File: config.mk
export PLATFORM = sky130hd
export DESIGN_NAME = mem_dep_board
export DESIGN_NICKNAME = d
export VERILOG_FILES = /design/src/rtl/mdu_pkg.sv /design/src/rtl/mdu_first_set.sv /design/src/rtl/mdu_seq_match.sv /design/src/rtl/mem_dep_board.sv
export SDC_FILE = /design/constraint.sdc
export NUM_CORES = 2
export LEC_CHECK = 0
export BUFFER_PORTS_ARGS = -buffer_cell sky130_fd_sc_hd__buf_2
export CORE_MARGIN = 4
export CORE_UTILIZATION = 58
export DETAILED_ROUTE_END_ITERATION = 7
export MAX_ROUTING_LAYER = met4
export PLACE_DENSITY = 0.8
export REMOVE_ABC_BUFFERS = 1
export SKIP_LAST_GASP = 1
export SYNTH_ARGS = -nofsm -noshare
export SYNTH_HDL_FRONTEND = slang
export SYNTH_SLANG_ARGS = --single-unit
File: constraint.sdc
create_clock -name clk -period 4.7 [get_ports clk]
set_clock_uncertainty 0.15 [all_clocks]
set_input_delay 0.94 -clock clk [delete_from_list [all_inputs] [get_ports clk]]
set_output_delay 0.94 -clock clk [all_outputs]
set_load 0.005 [all_outputs]
File: src/rtl/mdu_pkg.sv
package mdu_pkg;

    typedef enum logic [2:0] {
        OP_NONE   = 3'd0,
        OP_INS    = 3'd1,
        OP_INS_NS = 3'd2,
        OP_INS_BAR= 3'd3,
        OP_REGS   = 3'd4,
        OP_NS_RDY = 3'd5,
        OP_DONE   = 3'd6,
        OP_SQUASH = 3'd7
    } mdu_op_e;

    typedef enum logic [1:0] {
        K_LOAD    = 2'd0,
        K_STORE   = 2'd1,
        K_FULLBAR = 2'd2,
        K_WRBAR   = 2'd3
    } mdu_kind_e;

    typedef struct packed {
        logic      valid;
        logic      regs_rdy;
        logic      mem_rdy;
        logic      pend;
        mdu_kind_e kind;
    } mdu_flags_t;

    // Only stores and barriers release waiters when they complete.
    function automatic logic can_wake(mdu_kind_e k);
        return k != K_LOAD;
    endfunction

    function automatic logic is_insert(mdu_op_e o);
        return (o == OP_INS) || (o == OP_INS_NS) || (o == OP_INS_BAR);
    endfunction

endpackage

File: src/rtl/mdu_first_set.sv
module mdu_first_set #(
    parameter int W = 16,
    localparam int IW = (W > 1) ? $clog2(W) : 1
) (
    input  logic [W-1:0]  req,
    output logic          found,
    output logic [IW-1:0] idx
);
    always_comb begin
        found = 1'b0;
        idx   = '0;
        for (int i = W - 1; i >= 0; i--) begin
            if (req[i]) begin
                found = 1'b1;
                idx   = IW'(i);
            end
        end
    end
endmodule

File: src/rtl/mdu_seq_match.sv
module mdu_seq_match #(
    parameter int DEPTH = 16,
    parameter int SEQ_W = 16
) (
    input  logic [DEPTH-1:0]            valid,
    input  logic [DEPTH-1:0][SEQ_W-1:0] seq_tbl,
    input  logic [SEQ_W-1:0]            key,
    output logic                        hit,
    output logic [DEPTH-1:0]            match
);
    for (genvar i = 0; i < DEPTH; i++) begin : g_cmp
        assign match[i] = valid[i] && (key != '0) && (seq_tbl[i] == key);
    end
    assign hit = |match;
endmodule

File: src/rtl/mem_dep_board.sv
module mem_dep_board
    import mdu_pkg::*;
#(
    parameter int DEPTH = 16,
    parameter int SEQ_W = 16,
    parameter int TID_W = 1,
    parameter int CNT_W = 16
) (
    input  logic             clk,
    input  logic             rst,
    input  logic             cmd_valid,
    input  logic [2:0]       cmd_op,
    input  logic [SEQ_W-1:0] cmd_seq,
    input  logic [TID_W-1:0] cmd_tid,
    input  logic [1:0]       cmd_kind,
    input  logic             cmd_regs_rdy,
    input  logic [SEQ_W-1:0] pred_seq,
    output logic             full,
    output logic             ins_dep,
    output logic             rdy_valid,
    input  logic             rdy_ready,
    output logic [SEQ_W-1:0] rdy_seq,
    output logic [CNT_W-1:0] conflict_loads,
    output logic [CNT_W-1:0] conflict_stores
);
    localparam int IDX_W = (DEPTH > 1) ? $clog2(DEPTH) : 1;

    mdu_flags_t [DEPTH-1:0]            flags_q, flags_d;
    logic       [DEPTH-1:0][DEPTH-1:0] deps_q, deps_d;
    logic       [DEPTH-1:0][SEQ_W-1:0] seq_tbl, seq_d;
    logic       [DEPTH-1:0][TID_W-1:0] tid_tbl, tid_d;
    logic       [DEPTH-1:0]            valid_vec, pend_vec;

    logic             lb_act_q, sb_act_q;
    logic [SEQ_W-1:0] lb_seq_q, sb_seq_q;
    logic             out_valid_q;
    logic [SEQ_W-1:0] out_seq_q;
    logic [CNT_W-1:0] cl_q, cs_q;

    mdu_op_e   op;
    mdu_kind_e kind;
    assign op   = cmd_valid ? mdu_op_e'(cmd_op) : OP_NONE;
    assign kind = mdu_kind_e'(cmd_kind);

    for (genvar i = 0; i < DEPTH; i++) begin : g_vec
        assign valid_vec[i] = flags_q[i].valid;
        assign pend_vec[i]  = flags_q[i].pend;
    end

    // Producer choice: an active barrier overrides the predictor.
    logic [SEQ_W-1:0] prod_seq;
    always_comb begin
        if (kind == K_LOAD && lb_act_q)       prod_seq = lb_seq_q;
        else if (kind == K_STORE && sb_act_q) prod_seq = sb_seq_q;
        else                                  prod_seq = pred_seq;
    end

    logic             prod_hit, cmd_hit;
    logic [DEPTH-1:0] prod_match, cmd_match;

    mdu_seq_match #(.DEPTH(DEPTH), .SEQ_W(SEQ_W)) u_prod_cam (
        .valid(valid_vec), .seq_tbl(seq_tbl), .key(prod_seq),
        .hit(prod_hit), .match(prod_match)
    );
    mdu_seq_match #(.DEPTH(DEPTH), .SEQ_W(SEQ_W)) u_cmd_cam (
        .valid(valid_vec), .seq_tbl(seq_tbl), .key(cmd_seq),
        .hit(cmd_hit), .match(cmd_match)
    );

    logic             free_found, pick_found;
    logic [IDX_W-1:0] free_idx, pick_idx;

    mdu_first_set #(.W(DEPTH)) u_alloc (
        .req(~valid_vec), .found(free_found), .idx(free_idx)
    );
    mdu_first_set #(.W(DEPTH)) u_pick (
        .req(pend_vec), .found(pick_found), .idx(pick_idx)
    );

    logic take_ins, take_dep, no_dep_now, load_out;
    assign full       = !free_found;
    assign take_ins   = is_insert(op) && free_found;
    assign take_dep   = take_ins && (op == OP_INS) && prod_hit;
    assign no_dep_now = (op == OP_INS) && !prod_hit;
    assign ins_dep    = take_dep;
    assign load_out   = pick_found && (!out_valid_q || rdy_ready);

    logic [DEPTH-1:0] done_vec, sq_vec, kill, wake;
    mdu_kind_e        done_kind;
    logic             sq_hits_lb, sq_hits_sb;

    always_comb begin
        done_vec   = (op == OP_DONE) ? cmd_match : '0;
        wake       = '0;
        done_kind  = K_LOAD;
        sq_hits_lb = 1'b0;
        sq_hits_sb = 1'b0;
        for (int j = 0; j < DEPTH; j++) begin
            sq_vec[j] = (op == OP_SQUASH) && flags_q[j].valid &&
                        (tid_tbl[j] == cmd_tid) && (seq_tbl[j] > cmd_seq);
            if (done_vec[j]) begin
                done_kind = flags_q[j].kind;
                if (can_wake(flags_q[j].kind)) wake = wake | deps_q[j];
            end
            if (sq_vec[j] && seq_tbl[j] == lb_seq_q) sq_hits_lb = 1'b1;
            if (sq_vec[j] && seq_tbl[j] == sb_seq_q) sq_hits_sb = 1'b1;
        end
        kill = done_vec | sq_vec;
    end

    always_comb begin
        flags_d = flags_q;
        deps_d  = deps_q;
        seq_d   = seq_tbl;
        tid_d   = tid_tbl;
        for (int j = 0; j < DEPTH; j++) begin
            if (load_out && pick_idx == IDX_W'(j)) flags_d[j].pend = 1'b0;
            if (wake[j] && flags_q[j].valid) begin
                if (flags_q[j].regs_rdy) flags_d[j].pend    = 1'b1;
                else                     flags_d[j].mem_rdy = 1'b1;
            end
            if (op == OP_REGS && cmd_match[j]) begin
                flags_d[j].regs_rdy = 1'b1;
                if (flags_q[j].mem_rdy) flags_d[j].pend = 1'b1;
            end
            if (op == OP_NS_RDY && cmd_match[j]) flags_d[j].pend = 1'b1;
            deps_d[j] = deps_d[j] & ~kill;
            if (kill[j]) begin
                flags_d[j] = '0;
                deps_d[j]  = '0;
            end
            if (take_ins && free_idx == IDX_W'(j)) begin
                flags_d[j].valid    = 1'b1;
                flags_d[j].regs_rdy = cmd_regs_rdy;
                flags_d[j].mem_rdy  = no_dep_now;
                flags_d[j].pend     = no_dep_now && cmd_regs_rdy;
                flags_d[j].kind     = kind;
                seq_d[j]            = cmd_seq;
                tid_d[j]            = cmd_tid;
                deps_d[j]           = '0;
            end
            if (take_dep && prod_match[j]) deps_d[j][free_idx] = 1'b1;
        end
    end

    always_ff @(posedge clk) begin
        if (rst) begin
            flags_q     <= '0;
            deps_q      <= '0;
            seq_tbl     <= '0;
            tid_tbl     <= '0;
            lb_act_q    <= 1'b0;
            sb_act_q    <= 1'b0;
            lb_seq_q    <= '0;
            sb_seq_q    <= '0;
            out_valid_q <= 1'b0;
            out_seq_q   <= '0;
            cl_q        <= '0;
            cs_q        <= '0;
        end else begin
            flags_q <= flags_d;
            deps_q  <= deps_d;
            seq_tbl <= seq_d;
            tid_tbl <= tid_d;

            if (load_out) begin
                out_valid_q <= 1'b1;
                out_seq_q   <= seq_tbl[pick_idx];
            end else if (rdy_ready) begin
                out_valid_q <= 1'b0;
            end

            if (take_dep) begin
                if (kind == K_LOAD) cl_q <= cl_q + 1'b1;
                else                cs_q <= cs_q + 1'b1;
            end

            if (take_ins && op == OP_INS_BAR) begin
                if (kind == K_FULLBAR) begin
                    lb_act_q <= 1'b1;
                    lb_seq_q <= cmd_seq;
                end
                if (kind == K_FULLBAR || kind == K_WRBAR) begin
                    sb_act_q <= 1'b1;
                    sb_seq_q <= cmd_seq;
                end
            end else if (op == OP_DONE && cmd_hit) begin
                if (done_kind == K_FULLBAR && lb_seq_q == cmd_seq) lb_act_q <= 1'b0;
                if ((done_kind == K_FULLBAR || done_kind == K_WRBAR) &&
                    sb_seq_q == cmd_seq) sb_act_q <= 1'b0;
            end else if (op == OP_SQUASH) begin
                if (sq_hits_lb) lb_act_q <= 1'b0;
                if (sq_hits_sb) sb_act_q <= 1'b0;
            end
        end
    end

    assign rdy_valid       = out_valid_q;
    assign rdy_seq         = out_seq_q;
    assign conflict_loads  = cl_q;
    assign conflict_stores = cs_q;

endmodule

==> impl_metrics.ini <==
[floorplanning]
io_pins = 94
die_h_um = 300.9
dieWidth_um = 300.9
die_area_um2 = 90540
initial_core_util_pct = 58.44
core_area_um2 = 85150
core.rowCount = 107

[cts]
cts_root_buf = clkbuf_16
cts_buffers = 79
htree_levels = 3
cts_sinks = 707
cts_buffer_depth = 3
path_clk_slew_ps = 70
tritoncts = built
clk_latency_ps = 730

[run_status]
status = complete, but fails checks
violations = design-rule violations, max-capacitance violations, max-slew violations, negative setup slack

[worst_setup_path]
worst_path_most_repeated_cell = buf_4
crit_fanout = 16
setup.worst_path.end_class = output pin
worst_r2r_path_depth = 13
cp_data_arrival_time_ps = 4010
timing.rr.end = sb_act_q$_SDFFE_PP0P_
crit_family = simple AND/OR/NAND/NOR gates
critPathSlowestCell = a2111oi_4
crit_type = reg2out
reg2reg_slack_ps = 10
rr_startpoint = seq_tbl[112]$_SDFFE_PP0P_
start_kind = flop
crit_buf_inv = 6
max_stage_delay_ps = 550
crit_chain = buf_12 > or3b_4 > o221ai_4 > buf_6 > nor2_4 > buf_4 > xnor2_1 > nand4_1 > nor4_2 > buf_4 > a2111oi_4 > and4_4 > or2_4 > inv_1 > buf_2
worstPathRequired_ps = 3610

[grt]
grt_usage_pct = 62.57
grtUsageMet2_pct = 78.14
antenna_found_initial = 25
use_met1_pct = 70.13
grt_pass1_vias = 55430
grt_max_degree = 150
grt_pass1_wl_um = 396500
top_usage_layer = met2
grt_overflow_total = 0
grt_use_met3_pct = 37.88

[route]
routed_wl_um = 286100
drc = 180
drt_iter0_markers = 12146
first_pass_iters = 8
viasPerCell = 7.369
post_drt_wl_per_cell_um = 35.52
vias = 59356
ant_nets = 0

[synthesis]
syn_avg_cell_area_um2 = 7.819
synthTopCellsByCount = nand2_1, dfxtp_1, clkbuf_1
synth_ff_type = dfxtp_1
synth.area.top_cells = dfxtp_1, xor2_1, ha_1
postSynth.asyncResetShare_pct = 0
yosysMostFrequentCell = nand2_1
yosysTopAreaCell = dfxtp_1
synth_edf_count = 0
synth_cell_type_count = 100
synth_warnings = 0
ys_seq_area_share_pct = 28.44
synth_top_area_share_pct = 28.44
postSynthCellCount = 6364
synth_seq_cells = 707
syn_area_um2 = 49760

[min_path]
min_from = deps_q[156]$_SDFF_PP0_
hold_depth = 2
hold_class = reg2reg
min_to = deps_q[156]$_SDFF_PP0_

[placed_design]
pre_cts_slack_ps = -1101
placed_area_um2 = 57180
gp_congestion = 1.234
placed_cells = 7852
dp_hpwl_um = 202600
port_buffers = 93

[sta]
fin_ws_ps = -398.2
setup-tns-final_ps = -615.6
fin_worst_hold_slack_ps = 309.8
slew_violations = 2
maxSlewHeadroom_pct = -5.967
fmax_mhz = 196.2
setup_violations = 10
period_needed_ps = 5098
rsz0062_at_grt = true
worst_pin_slew_ps = 1549
fin_crit_sh_pct = 108.5
finalHoldViolCount = 0

[finish]
areaGrowthSynthToFinish_pct = 22.10
drive_above_1_share_pct = 20.40
fill_cells = 6665
fin_util_pct = 71.35
final_cell_area_um2 = 60760
nets = 7115
final-instance-count-excl-fill = 8055

[pwr]
static-leakage-power_nw = 25.44
ir_drop_mv = 0.3235
fin_total_pwr_mw = 15.36
power.density_nw_per_um2 = 252.8

[job]
cap_violations = 1
flip-flops by register name, summed over array words and instances, names as in the netlist, 16 cells and up:
| signal | flops |
|---|---|
| conflict_stores | 16 |
| conflict_loads | 16 |
| lb_seq_q | 16 |
| flags_q | 96 |
| tid_tbl | 16 |
| seq_tbl | 256 |
| deps_q | 256 |
| rdy_seq | 16 |
| sb_seq_q | 16 |
power breakdown:
part	internal [mW]	leakage, nW	switching, mW	total [mW]
Sequential	6.00	5.70	0.0248	6.03
Combinational	0.880	18.4	1.46	2.34
Clock	4.04	1.39	2.95	6.99
cell type report:
type	instances	area, µm²	area share, %
flip-flops and latches	707	14160	23.31
clock inverters	41	594.3	0.9782
diodes	32	80.08	0.1318
clock buffers	105	2236	3.680
repair buffers	1048	8847	14.56
inverters	90	337.8	0.5560
well taps	1144	1431	2.356
multi-input cells	4888	33070	54.43
timing repair:
| item | in CTS | in global routing |
|---|---|---|
| pin swaps | 25 | 14 |
| gates cloned | 2 | 0 |
| endpoints found under the setup margin | 207 | 167 |
| hold buffers | 0 | 0 |
| resized for setup | 68 | 23 |
| buffers inserted | 20 | 6 |
placed cells by master (no fill, tap or decap), types with 24 or more instances in the layout:
cell | synthesis | layout
nand3_1 | 319 | 319
o211ai_1 | 28 | 28
o31ai_2 | 68 | 68
or3_1 | 32 | 31
a22oi_1 | 138 | 138
o21ai_0 | 203 | 201
buf_2 | 36 | 90
nor2b_1 | 36 | 35
xnor2_1 | 340 | 339
dfxtp_1 | 707 | 705
ha_1 | 258 | 258
xor2_1 | 457 | 450
nor4_1 | 148 | 135
a21o_1 | 58 | 58
inv_1 | 88 | 88
nand4_1 | 241 | 241
a21oi_1 | 496 | 494
or4_1 | 49 | 45
o31ai_1 | 124 | 124
diode_2 | 0 | 32
nor3_1 | 111 | 89
and2_1 | 29 | 28
buf_4 | 18 | 854
a211oi_1 | 37 | 32
mux2i_1 | 120 | 119
o21a_1 | 41 | 39
nand2_1 | 810 | 808
buf_12 | 0 | 87
clkbuf_16 | 0 | 80
nand2b_1 | 24 | 24
nor2_1 | 326 | 320
worst reg2reg max path, stage by stage, from the launching register on:
cell,delay [ps]
dfxtp_1,570
inv_1,220
ha_1,330
nand4_1,170
nor2_1,70
buf_4,170
a2111oi_0,1310
o21ai_0,320
buf_4,290
o22ai_1,170
or4_1,270
nor4_1,120
a31oi_1,280
a311oi_1,90
per-layer routing:
| metal | wire, µm | part of all wire (%) |
|---|---|---|
| met1 | 95330 | 33 |
| met3 | 55550 | 19 |
| met5 | 0 | 0 |
| met2 | 103700 | 36 |
| met4 | 31550 | 11 |
cells by family (layout without fill, tap and decap cells):
kind of cell,count (synthesis),after routing,share of synthesized area (%)
fa+ha+maj,258,258,6.487
simple gates,2254,2254,22.35
compound gates,1450,1450,19.74
xor+xnor,797,797,14.03
mux,129,129,2.618
other cells,0,32,0
flops,707,707,28.44
buf+inv,769,1284,6.339
worst max path at each step:
stage | from | depth (start not counted) | end | slack (ps)
after floorplan | cmd_kind[1] | 9 | deps_q[10]$_SDFF_PP0_ | -3980
after global placement | cmd_kind[1] | 16 | ins_dep | -1100
after detailed placement | cmd_kind[1] | 16 | ins_dep | -1100
after CTS | sb_act_q$_SDFFE_PP0P_ | 14 | ins_dep | -230
after global routing | cmd_kind[0] | 15 | ins_dep | -380
final | sb_act_q$_SDFFE_PP0P_ | 15 | ins_dep | -400
Note: power is estimated with default switching activity, not from simulation.
